**src/rtl/irqp_pkg.sv**
```systemverilog
// Shared constants and types for the peripheral interrupt priority resolver.
// Assumes a 5-bit priority field reported as a 4-bit level.
package irqp_pkg;
    localparam int PRIO_W   = 5;
    localparam int LVL_W    = PRIO_W - 1;
    localparam int PRIO_MIN = 2;   // lowest priority value that can request

    typedef logic [PRIO_W-1:0] prio_t;
    typedef logic [LVL_W-1:0]  lvl_t;
endpackage

```
**src/rtl/irqp_cfg_regs.sv**
```systemverilog
// Per-source enable and priority storage, written one entry at a time.
// Assumes wr_sel is below N_SRC whenever wr_en is high.
module irqp_cfg_regs
    import irqp_pkg::*;
#(
    parameter int N_SRC = 8,
    localparam int IDX_W = (N_SRC > 1) ? $clog2(N_SRC) : 1
) (
    input  logic             clk,
    input  logic             rst_n,
    input  logic             wr_en,
    input  logic [IDX_W-1:0] wr_sel,
    input  logic             wr_enable,
    input  prio_t            wr_prio,
    output logic [N_SRC-1:0] en_q,
    output prio_t            prio_q [N_SRC]
);

    genvar g;
    generate
        for (g = 0; g < N_SRC; g++) begin : g_ent
            // Holds one source's settings; loads on a matching write.
            always_ff @(posedge clk) begin
                if (!rst_n) begin
                    en_q[g]   <= 1'b0;
                    prio_q[g] <= '0;
                end else if (wr_en && (wr_sel == IDX_W'(g))) begin
                    en_q[g]   <= wr_enable;
                    prio_q[g] <= wr_prio;
                end
            end
        end
    endgenerate


    wr_store_chk: assert property (@(posedge clk) disable iff (!rst_n)
        wr_en |=> (prio_q[$past(wr_sel)] == $past(wr_prio)) && (en_q[$past(wr_sel)] == $past(wr_enable)));

endmodule

```
**src/rtl/irqp_arbiter.sv**
```systemverilog
// Combinational priority chain: finds the qualifying source with the largest
// 5-bit priority. A later source replaces the running best only on a strictly
// higher priority, so equal priorities keep the lower index.
module irqp_arbiter
    import irqp_pkg::*;
#(
    parameter int N_SRC = 8,
    localparam int IDX_W = (N_SRC > 1) ? $clog2(N_SRC) : 1
) (
    input  logic [N_SRC-1:0] src_req_n,
    input  logic [N_SRC-1:0] en_q,
    input  prio_t            prio_q [N_SRC],
    output logic             win_valid,
    output logic [IDX_W-1:0] win_idx,
    output prio_t            win_prio
);

    logic             bst_valid [N_SRC+1];
    logic [IDX_W-1:0] bst_idx   [N_SRC+1];
    prio_t            bst_prio  [N_SRC+1];

    assign bst_valid[0] = 1'b0;
    assign bst_idx[0]   = '0;
    assign bst_prio[0]  = '0;

    genvar g;
    generate
        for (g = 0; g < N_SRC; g++) begin : g_link
            logic qual;
            logic take;
            // Source is live, enabled and above the masked range.
            assign qual = !src_req_n[g] && en_q[g] && (prio_q[g] >= prio_t'(PRIO_MIN));
            // Replace the running best only on strictly higher priority.
            assign take = qual && (!bst_valid[g] || (prio_q[g] > bst_prio[g]));
            assign bst_valid[g+1] = bst_valid[g] || qual;
            assign bst_idx[g+1]   = take ? IDX_W'(g)  : bst_idx[g];
            assign bst_prio[g+1]  = take ? prio_q[g]  : bst_prio[g];
        end
    endgenerate

    assign win_valid = bst_valid[N_SRC];
    assign win_idx   = bst_idx[N_SRC];
    assign win_prio  = bst_prio[N_SRC];

endmodule

```
**src/rtl/irqp_out_stage.sv**
```systemverilog
// Registers the arbitration result as a 4-bit level and an exception code,
// and gates the request against the CPU's block bit and mask level.
// Assumes CODE_BASE + (N_SRC-1)*CODE_STEP fits in CODE_W and is nonzero.
module irqp_out_stage
    import irqp_pkg::*;
#(
    parameter int N_SRC     = 8,
    parameter int CODE_W    = 12,
    parameter int CODE_BASE = 'h400,
    parameter int CODE_STEP = 'h20,
    localparam int IDX_W = (N_SRC > 1) ? $clog2(N_SRC) : 1
) (
    input  logic              clk,
    input  logic              rst_n,
    input  logic              win_valid,
    input  logic [IDX_W-1:0]  win_idx,
    input  prio_t             win_prio,
    input  logic              cpu_block,
    input  lvl_t              cpu_mask,
    output logic              irq_req,
    output lvl_t              irq_level,
    output logic [CODE_W-1:0] irq_code
);

    localparam logic [CODE_W-1:0] BASE_C = CODE_W'(CODE_BASE);
    localparam logic [CODE_W-1:0] STEP_C = CODE_W'(CODE_STEP);

    logic [CODE_W-1:0] code_d;

    // Exception code of the current winner, computed from its index.
    always_comb begin
        code_d = BASE_C + (CODE_W'(win_idx) * STEP_C);
    end

    // Registers level and code; both zero when nothing qualifies.
    always_ff @(posedge clk) begin
        if (!rst_n) begin
            irq_level <= '0;
            irq_code  <= '0;
        end else if (win_valid) begin
            irq_level <= win_prio[PRIO_W-1:1];
            irq_code  <= code_d;
        end else begin
            irq_level <= '0;
            irq_code  <= '0;
        end
    end

    // Request only when the CPU could accept at this level.
    always_comb begin
        irq_req = !cpu_block && (irq_level > cpu_mask);
    end


    win_unmasked_chk: assert property (@(posedge clk) disable iff (!rst_n)
        win_valid |-> (win_prio >= prio_t'(PRIO_MIN)));


    idle_code_chk: assert property (@(posedge clk) disable iff (!rst_n)
        (irq_level == '0) |-> (irq_code == '0));


    live_code_chk: assert property (@(posedge clk) disable iff (!rst_n)
        (irq_level != '0) |-> (irq_code != '0));


    block_quiet_chk: assert property (@(posedge clk) disable iff (!rst_n)
        cpu_block |-> !irq_req);


    level_follow_chk: assert property (@(posedge clk) disable iff (!rst_n)
        !win_valid |=> (irq_level == '0));

endmodule

```
**src/rtl/irq_prio_resolver.sv**
```systemverilog
// Top of the peripheral interrupt priority resolver: settings storage, a
// priority chain and a registered output stage. Lines are active low and
// level sensitive; nothing is latched, so a withdrawn line stops competing.
module irq_prio_resolver
    import irqp_pkg::*;
#(
    parameter int N_SRC     = 8,
    parameter int CODE_W    = 12,
    parameter int CODE_BASE = 'h400,
    parameter int CODE_STEP = 'h20,
    localparam int IDX_W = (N_SRC > 1) ? $clog2(N_SRC) : 1
) (
    input  logic              clk,
    input  logic              rst_n,
    input  logic [N_SRC-1:0]  src_req_n,
    input  logic              wr_en,
    input  logic [IDX_W-1:0]  wr_sel,
    input  logic              wr_enable,
    input  logic [4:0]        wr_prio,
    input  logic              cpu_block,
    input  logic [3:0]        cpu_mask,
    output logic              irq_req,
    output logic [3:0]        irq_level,
    output logic [CODE_W-1:0] irq_code
);

    logic [N_SRC-1:0] en_q;
    prio_t            prio_q [N_SRC];
    logic             win_valid;
    logic [IDX_W-1:0] win_idx;
    prio_t            win_prio;

    irqp_cfg_regs #(.N_SRC(N_SRC)) u_cfg (
        .clk       (clk),
        .rst_n     (rst_n),
        .wr_en     (wr_en),
        .wr_sel    (wr_sel),
        .wr_enable (wr_enable),
        .wr_prio   (wr_prio),
        .en_q      (en_q),
        .prio_q    (prio_q)
    );

    irqp_arbiter #(.N_SRC(N_SRC)) u_arb (
        .src_req_n (src_req_n),
        .en_q      (en_q),
        .prio_q    (prio_q),
        .win_valid (win_valid),
        .win_idx   (win_idx),
        .win_prio  (win_prio)
    );

    irqp_out_stage #(
        .N_SRC     (N_SRC),
        .CODE_W    (CODE_W),
        .CODE_BASE (CODE_BASE),
        .CODE_STEP (CODE_STEP)
    ) u_out (
        .clk       (clk),
        .rst_n     (rst_n),
        .win_valid (win_valid),
        .win_idx   (win_idx),
        .win_prio  (win_prio),
        .cpu_block (cpu_block),
        .cpu_mask  (cpu_mask),
        .irq_req   (irq_req),
        .irq_level (irq_level),
        .irq_code  (irq_code)
    );

endmodule

```
**config.mk**
```make
export PLATFORM = sky130hd
export DESIGN_NAME = irq_prio_resolver
export DESIGN_NICKNAME = d
export VERILOG_FILES = /design/src/rtl/irqp_pkg.sv /design/src/rtl/irqp_cfg_regs.sv /design/src/rtl/irqp_arbiter.sv /design/src/rtl/irqp_out_stage.sv /design/src/rtl/irq_prio_resolver.sv
export SDC_FILE = /design/constraint.sdc
export NUM_CORES = 1
export LEC_CHECK = 0
export BUFFER_PORTS_ARGS = -buffer_cell sky130_fd_sc_hd__buf_2
export CAP_MARGIN = 25
export CORE_ASPECT_RATIO = 0.8
export CORE_MARGIN = 10
export CORE_UTILIZATION = 55
export DETAILED_ROUTE_END_ITERATION = 10
export GPL_TIMING_DRIVEN = 0
export PLACE_DENSITY_LB_ADDON = 0.3
export SKIP_CTS_REPAIR_TIMING = 1
export SLEW_MARGIN = 20
export SYNTH_ARGS = -nofsm -noshare
export SYNTH_HDL_FRONTEND = slang
export SYNTH_SLANG_ARGS = --single-unit
```
**constraint.sdc**
```tcl
create_clock -name clk -period 14.92 [get_ports clk]
set_input_delay 1.492 -clock clk [delete_from_list [all_inputs] [get_ports clk]]
set_output_delay 1.492 -clock clk [all_outputs]
set_load 0.005 [all_outputs]
```
==> flow_summary.ini, run 1 <==
[status]
run_status = finished, final reports clean

[final_layout]
instances_no_fill = 657
layout-drive-gt1-share_pct = 16.3
area_delta_synth_final_pct = 12.8
n_antenna_cell = 0
most-common-layout-cells = nor2b_1 (56), dfxtp_1 (56), mux2i_1 (53), inv_1 (39), ha_1 (30)
layout.nets = 607

[clock_tree]
clkSinkCount = 56
cts_max_level = 2
clk_latency_ns = 0.30
clock-root-buffer = clkbuf_8
ctsLongestPathBuffers = 2
cts_buffers = 5
cts_tree = built
clkTransAtPathRegs_ns = 0.10

[setup_path]
crit_fanout = 10
rr_startpoint = u_cfg.en_q[0]
max_stage_delay_ns = 0.39
critPathArrivalTime_ns = 14.18
crit_type = in2reg
crit_required_ns = 15.09
crit_path_frequent_cell = ha_1
startpoint_type = input port
crit_slowest_cell = a2111oi_4
end_kind = flip-flop
reg2reg_slack_ns = 1.82
cp-startpoint = src_req_n[0]

[detailed_routing]
drt_pre_antenna_iters = 5
vias_per_cell = 5.77
drc = 0
via_count = 3793
drt_wl_total_mm = 10.8
drtAntennaViolNets = 0
drt-initial-drc-count = 266
wl_per_cell_microns = 16.5

[floorplanning]
num_rows = 28
die_x_microns = 119
initial_core_util_pct = 57.4
fp.dieArea_sq_mm = 0.0118
core_area_sq_mm = 0.00750
io_pins = 42
die_h_microns = 99.1

[hold_path]
hp-start = u_cfg.prio_q[25]
hp-class = reg2reg

[placement]
io_buffers = 23
dp_cells = 635
gp_congestion = 0.902
dp_hpwl_mm = 8.36

[power]
powerDensity_mw_per_mm2 = 59.8
leakage_nw = 2.02
ir_worst_vdd_v = 0.0000745
power_mw = 0.290

[synth]
synth_top_cell_area_share_pct = 26.1
syn_area_per_cell_sq_um = 8.60
syn_area_sq_mm = 0.00430
yosysWarnings = 0
ys_seq_elements = 56
ys_top_cells_by_area = dfxtp_1 (26%), mux2i_1 (13%), ha_1 (9.0%), nor2b_1 (8.1%), inv_1 (3.4%)
yosys.area.top_type = dfxtp_1
async_flop_share_pct = 0
yosys_most_used_dff = dfxtp_1
netlist_instances = 500
ys_seq_area_share_pct = 26.1
synth.distinct_cells = 72
synth_edf_count = 0

[global_route]
grt_use_total_pct = 17.4
grt_pass1_wl_mm = 17.7
gr-total-overflow = 0
grt_max_degree = 17
antenna_found_initial = 0
grt_pass1_vias = 3559

[timing]
finalClockSkew_ns = 0.00456
maxSlewHeadroom_pct = 43.6
finalCritPeriodShare_pct = 93.9
tightest_slew_ns = 0.835
drv_slew = 0
setup_viol = 0
fmax_mhz = 71.4
period_needed_ns = 14.01
finalSetupTns_ns = 0
hold_viol_final = 0

[flow_run]
maxCapViolations = 0
registers in the layout, indices dropped and copies added (netlist names):
name             flops
u_cfg.prio_q        40
u_cfg.en_q           8
u_out.irq_code       4
u_out.irq_level      4
cell type report:
type / instances / area [sq um]
multi-input cells: 379 / 2970
fillers: 629 / 2650
flip-flops and latches: 56 / 1120
repair buffers: 37 / 213
plain buffers: 33 / 163
inverters: 39 / 146
well taps: 105 / 131
clock buffers: 6 / 72.6
clock inverters: 2 / 35.0
where the power goes:
group | internal (mW) | switching [mW]
clock network | 0.0499 | 0.0470
registers | 0.152 | 0.00283
logic | 0.0175 | 0.0208
total | 0.220 | 0.0706
worst max-delay path, delay by kind of cell:
kind | cells | cell delay [ns]
AOI/OAI and AO/OA | 28 | 5.38
and+or+nand+nor | 20 | 2.61
muxes | 5 | 1.40
adders and majority gates | 7 | 2.07
buffers and inverters | 8 | 1.19
cell families after synthesis:
kind of cell / after synthesis / synth area share (%)
AOI/OAI and AO/OA: 103 / 19.2
xor gates and xnor gates: 4 / 0.989
adders and majority gates: 31 / 9.02
buffers and inverters: 72 / 7.04
DFF: 56 / 26.1
muxes: 63 / 15.2
other: 1 / 0.0872
and+or+nand+nor: 170 / 22.4
Yosys cell counts, types with 8 or more instances:
| cell | number |
|---|---|
| nor2_1 | 27 |
| ha_1 | 31 |
| nand3_1 | 10 |
| inv_1 | 39 |
| o21ai_0 | 15 |
| buf_4 | 8 |
| clkbuf_1 | 17 |
| nand2_1 | 23 |
| nor2b_1 | 56 |
| mux2i_1 | 55 |
| a21oi_1 | 16 |
| dfxtp_1 | 56 |
layer usage:
metal / wire length, microns / vias to the layer above / part of all wire (%) / GRT usage, %
li1: - / 1889 / - / -
met1: 5470 / 1807 / 50 / 25.1
met3: 481 / 4 / 4.4 / 2.20
met2: 4840 / 93 / 45 / 27.6
met5: 0 / - / 0 / 0
met4: 40 / 0 / 0.37 / 2.34
worst paths after layout:
check	to	cells after the start
min reg2reg	u_cfg.prio_q[25]	2
min	u_cfg.prio_q[25]	2
max reg2reg	u_out.irq_level[3]	67
max	u_out.irq_level[3]	68
stage by stage:
stage | worst slack (ns) | area [sq um] | hold slack (ns) | util (%)
4_1_cts | -0.225 | 4690 | 0.529 | 62.5
3_5_place_dp | -0.442 | 4580 | 0.501 | 61.1
6_report | 0.908 | 4850 | 0.529 | 64.7
3_3_place_gp | 0.00712 | 4570 | 0.494 | 61.0
5_1_grt | -0.00152 | 4850 | 0.561 | 64.7
2_1_floorplan | 1.65 | 4330 | 0.474 | -
Power figures use the tool's default switching activity.
==> run 2: changes to the inputs <==
--- a/config.mk
+++ b/config.mk
@@ -12,7 +12,7 @@
 export CORE_UTILIZATION = 55
 export DETAILED_ROUTE_END_ITERATION = 10
 export GPL_TIMING_DRIVEN = 0
-export PLACE_DENSITY_LB_ADDON = 0.3
+export PLACE_DENSITY = 0.78
 export SKIP_CTS_REPAIR_TIMING = 1
 export SLEW_MARGIN = 20
 export SYNTH_ARGS = -nofsm -noshare
==> flow_summary.ini, run 2 (same netlist as run 1, synthesis figures left out) <==
[placement]
dp_hpwl_mm = 8.61
gp_congestion = 0.903
dp_cells = 636
pre_cts_slack_ns = -0.420
io_buffers = 23

[detailed_routing]
via_count = 3819
vias_per_cell = 5.87
drt_wl_total_mm = 11.2
wl_per_cell_microns = 17.1
drt_pre_antenna_iters = 5
drt-initial-drc-count = 263
drtAntennaViolNets = 0
drc = 0

[status]
run_status = finished, final reports clean

[floorplanning]
io_pins = 42
fp.dieArea_sq_mm = 0.0118
num_rows = 28
initial_core_util_pct = 57.4
core_area_sq_mm = 0.00750
die_h_microns = 99.1
die_x_microns = 119

[setup_path]
crit_slowest_cell = a2111oi_4
crit_type = in2reg
crit_fanout = 10
crit_required_ns = 15.13
max_stage_delay_ns = 0.45
critPathArrivalTime_ns = 14.43
end_kind = flip-flop
cpLargestDelayFamily = compound AO/OA/AOI/OAI gates
startpoint_type = input port
cp.buffers_inverters = 10
crit_path_frequent_cell = ha_1

[timing]
hold_viol_final = 0
tightest_slew_ns = 0.738
setup_viol = 0
maxSlewHeadroom_pct = 50.7
finalCritPeriodShare_pct = 95.3
finalClockSkew_ns = 0.00499
postLayoutSetupSlackWorst_ns = 0.701
drv_slew = 0
fmax_mhz = 70.3
finalSetupTns_ns = 0
period_needed_ns = 14.22

[global_route]
grt_use_total_pct = 17.9
grt_pass1_vias = 3724
antenna_found_initial = 0
met3_usage_pct = 2.09
gr-total-overflow = 0
top_usage_layer = met2
grt_max_degree = 16
grtUsageMet2_pct = 29.5
grt_pass1_wl_mm = 18.2
met1_usage_pct = 24.6

[power]
leakage_nw = 1.99
powerDensity_mw_per_mm2 = 58.4
ir_worst_vdd_v = 0.0000641
power_mw = 0.278

[clock_tree]
cts_buffers = 5
clkTransAtPathRegs_ns = 0.09
clk_latency_ns = 0.30
clock-root-buffer = clkbuf_8
ctsLongestPathBuffers = 2
clkSinkCount = 56
cts_max_level = 2
cts_tree = built

[final_layout]
most-common-layout-cells = nor2b_1 (56), dfxtp_1 (56), mux2i_1 (54), inv_1 (39), ha_1 (31)
area_delta_synth_final_pct = 10.7
largest_reg_flops = 40
top_register = u_cfg.prio_q
layout.nets = 601
n_antenna_cell = 0
instances_no_fill = 651
reg_top3 = u_cfg.prio_q: 40 flops, u_cfg.en_q: 8 flops
layout-drive-gt1-share_pct = 14.5

[hold_path]
hp-class = reg2reg

[flow_run]
maxCapViolations = 0
-- run 2: per-layer routing --
metal	part of all wire (%)	wire length, microns	vias to the layer above
li1	-	-	1878
met3	4.2	469	13
met4	1.1	119	0
met5	0	0	-
met2	45	5050	108
met1	49	5520	1820
-- run 2: worst register-to-register path: cells and delay by family (launching register included) --
family | cells | cell delay [ns]
mux | 4 | 1.24
compound gates | 32 | 6.66
buf+inv | 8 | 1.24
simple gates | 13 | 1.84
flops | 1 | 0.35
fa+ha+maj | 7 | 1.87
-- run 2: through the flow --
| stage | hold WS [ns] | utilization, % | area, sq um |
|---|---|---|---|
| 3_5_place_dp | 0.506 | 61.1 | 4580 |
| 6_report | 0.520 | 63.5 | 4760 |
| 5_1_grt | 0.557 | 63.5 | 4760 |
| 4_1_cts | 0.530 | 62.3 | 4670 |
| 3_3_place_gp | 0.492 | 61.0 | 4570 |
| 2_1_floorplan | 0.474 | - | 4330 |
-- run 2: layout make-up --
cell class	count	area, sq um
Tap cell	105	131
Fill cell	675	2740
Multi-Input combinational cell	379	2950
Buffer	33	158
Timing Repair Buffer	31	168
Sequential cell	56	1120
Clock buffer	8	90.1
Inverter	39	146
-- run 2: path summary, 6_finish.rpt --
path | from | to | slack, ns | cells past startpoint
worst min-delay path | u_cfg.en_q[1] | u_cfg.en_q[1] | 0.52 | 2
worst max register to register | u_cfg.prio_q[36] | u_out.irq_level[2] | 1.61 | 64
worst max-delay path | src_req_n[0] | u_out.irq_level[2] | 0.70 | 66
worst min register to register | u_cfg.en_q[1] | u_cfg.en_q[1] | 0.52 | 2
-- run 2: report_power, final --
| group | total [mW] | switching [mW] | leakage [nW] | internal, mW |
|---|---|---|---|---|
| registers | 0.155 | 0.00289 | 0.453 | 0.152 |
| logic | 0.0387 | 0.0213 | 1.49 | 0.0174 |
| clock network | 0.0840 | 0.0460 | 0.0455 | 0.0380 |
| total | 0.278 | 0.0702 | 1.99 | 0.208 |
==> run 3: changes to the inputs <==
--- a/config.mk
+++ b/config.mk
@@ -17,4 +17,5 @@
 export SLEW_MARGIN = 20
 export SYNTH_ARGS = -nofsm -noshare
 export SYNTH_HDL_FRONTEND = slang
+export SYNTH_HIERARCHICAL = 1
 export SYNTH_SLANG_ARGS = --single-unit
==> flow_summary.ini, run 3 <==
[setup_path]
end_kind = flip-flop
worst-path-stages = 68
crit_path_frequent_cell = ha_1
reg2reg_slack_ns = 1.65
cp.buffers_inverters = 7
crit_fanout = 10
critPathArrivalTime_ns = 14.40
crit_type = in2reg
startpoint_type = input port
crit_required_ns = 15.14
r2r_end = u_out/irq_level[0]
crit_slowest_cell = or4_4
max_stage_delay_ns = 0.50
rr_startpoint = u_cfg/en_q[0]
r2r_cells = 67
cpLargestDelayFamily = compound AO/OA/AOI/OAI gates
cp-startpoint = src_req_n[0]

[timing]
setup_viol = 0
fmax_mhz = 70.5
drv_slew = 0
hold_viol_final = 0
rsz0062_at_grt = no
finalSetupTns_ns = 0
finalCritPeriodShare_pct = 95.0
period_needed_ns = 14.18
tightest_slew_ns = 1.05
finalClockSkew_ns = 0.0102
maxSlewHeadroom_pct = 29.9

[hold_path]
hp-start = u_cfg/prio_q[16]
min_to = u_cfg/prio_q[16]
hp-class = reg2reg
min_path_cells = 2

[final_layout]
layout.nets = 657
area_delta_synth_final_pct = 12.4
layout-drive-gt1-share_pct = 19.1
most-common-layout-cells = nand2_1 (85), dfxtp_1 (56), mux2i_1 (50), buf_2 (35)
final_common_cell = nand2_1
fin_area_sq_mm = 0.00506
reg_top3 = u_cfg/prio_q: 40 flops, u_cfg/en_q: 8 flops
largest_reg_flops = 40
fin_util_pct = 63.7
n_antenna_cell = 0
top_register = u_cfg/prio_q

[floorplanning]
num_rows = 29
core_area_sq_mm = 0.00795
die_x_microns = 121
die_h_microns = 101
io_pins = 42
initial_core_util_pct = 56.7
fp.dieArea_sq_mm = 0.0122

[clock_tree]
clkSinkCount = 56
cts_max_level = 2
clk_latency_ns = 0.32
ctsLongestPathBuffers = 2
cts_buffers = 5
cts_tree = built
clock-root-buffer = clkbuf_8
clkTransAtPathRegs_ns = 0.10

[detailed_routing]
drt_wl_total_mm = 12.0
drc = 0
drt-initial-drc-count = 296
wl_per_cell_microns = 16.9
drt_pre_antenna_iters = 7
drtAntennaViolNets = 0
vias_per_cell = 5.99
via_count = 4244

[global_route]
grt_use_total_pct = 18.5
antenna_found_initial = 0
grt_pass1_vias = 3861
gr-total-overflow = 0
grt_pass1_wl_mm = 19.1
grt_max_degree = 17

[synth]
syn_area_sq_mm = 0.00450
netlist_instances = 549
syn_area_per_cell_sq_um = 8.20
yosysWarnings = 6

[power]
ir_worst_vdd_v = 0.0000483
leakage_nw = 2.32
powerDensity_mw_per_mm2 = 55.7

[placement]
placed_cell_area_sq_mm = 0.00481
io_buffers = 29
gp_congestion = 0.920
dp_hpwl_mm = 9.21

[flow_run]
maxCapViolations = 0

[status]
run_status = finished, final reports clean
run 3: through the flow:
stage / power (mW) / worst slack, ns / hold slack, ns / cells
global route: 0.292 / 0.000806 / 0.484 / 709
detailed placement: 0.197 / -0.771 / 0.449 / 693
global placement: 0.195 / -0.566 / 0.443 / 693
CTS: 0.281 / -0.476 / 0.462 / 700
floorplan: 0.186 / 1.34 / 0.433 / 556
finish: 0.282 / 0.739 / 0.462 / 709
run 3: worst max path at each step:
stage / slack, ns / to
after floorplan: 1.34 / u_out/irq_level[0]
after global placement: -0.57 / u_out/irq_level[3]
after detailed placement: -0.77 / u_out/irq_code[7]
after CTS: -0.48 / u_out/irq_code[7]
after global routing: 0.0008 / u_out/irq_level[0]
final: 0.74 / u_out/irq_level[0]
run 3: final cells by class:
class                      count  area (sq um)
clock inverter                 1          8.76
fill                         689          2890
buffer                        30           184
inverter                      31           116
timing repair buffer          38           213
sequential                    56          1120
clock buffer                   6          82.6
tap                          108           135
multi-input combinational    439          3200
run 3: tightest hold or removal path, stage by stage, from the launching register on:
cell     delay (ns)
dfxtp_1        0.32
nand2_1        0.05
mux2i_1        0.05
run 3: layer usage:
layer / vias up / GRT usage, % / share of wire [%]
met5: - / 0 / 0
met4: 0 / 3.29 / 1.1
met3: 15 / 2.41 / 6.4
met2: 154 / 28.7 / 45
met1: 1995 / 26.8 / 47
li1: 2080 / - / -
run 3: where the power goes:
| group | switching, mW | internal (mW) | leakage [nW] |
|---|---|---|---|
| Sequential | 0.00324 | 0.152 | 0.453 |
| Combinational | 0.0225 | 0.0177 | 1.82 |
| Clock | 0.0492 | 0.0372 | 0.0473 |
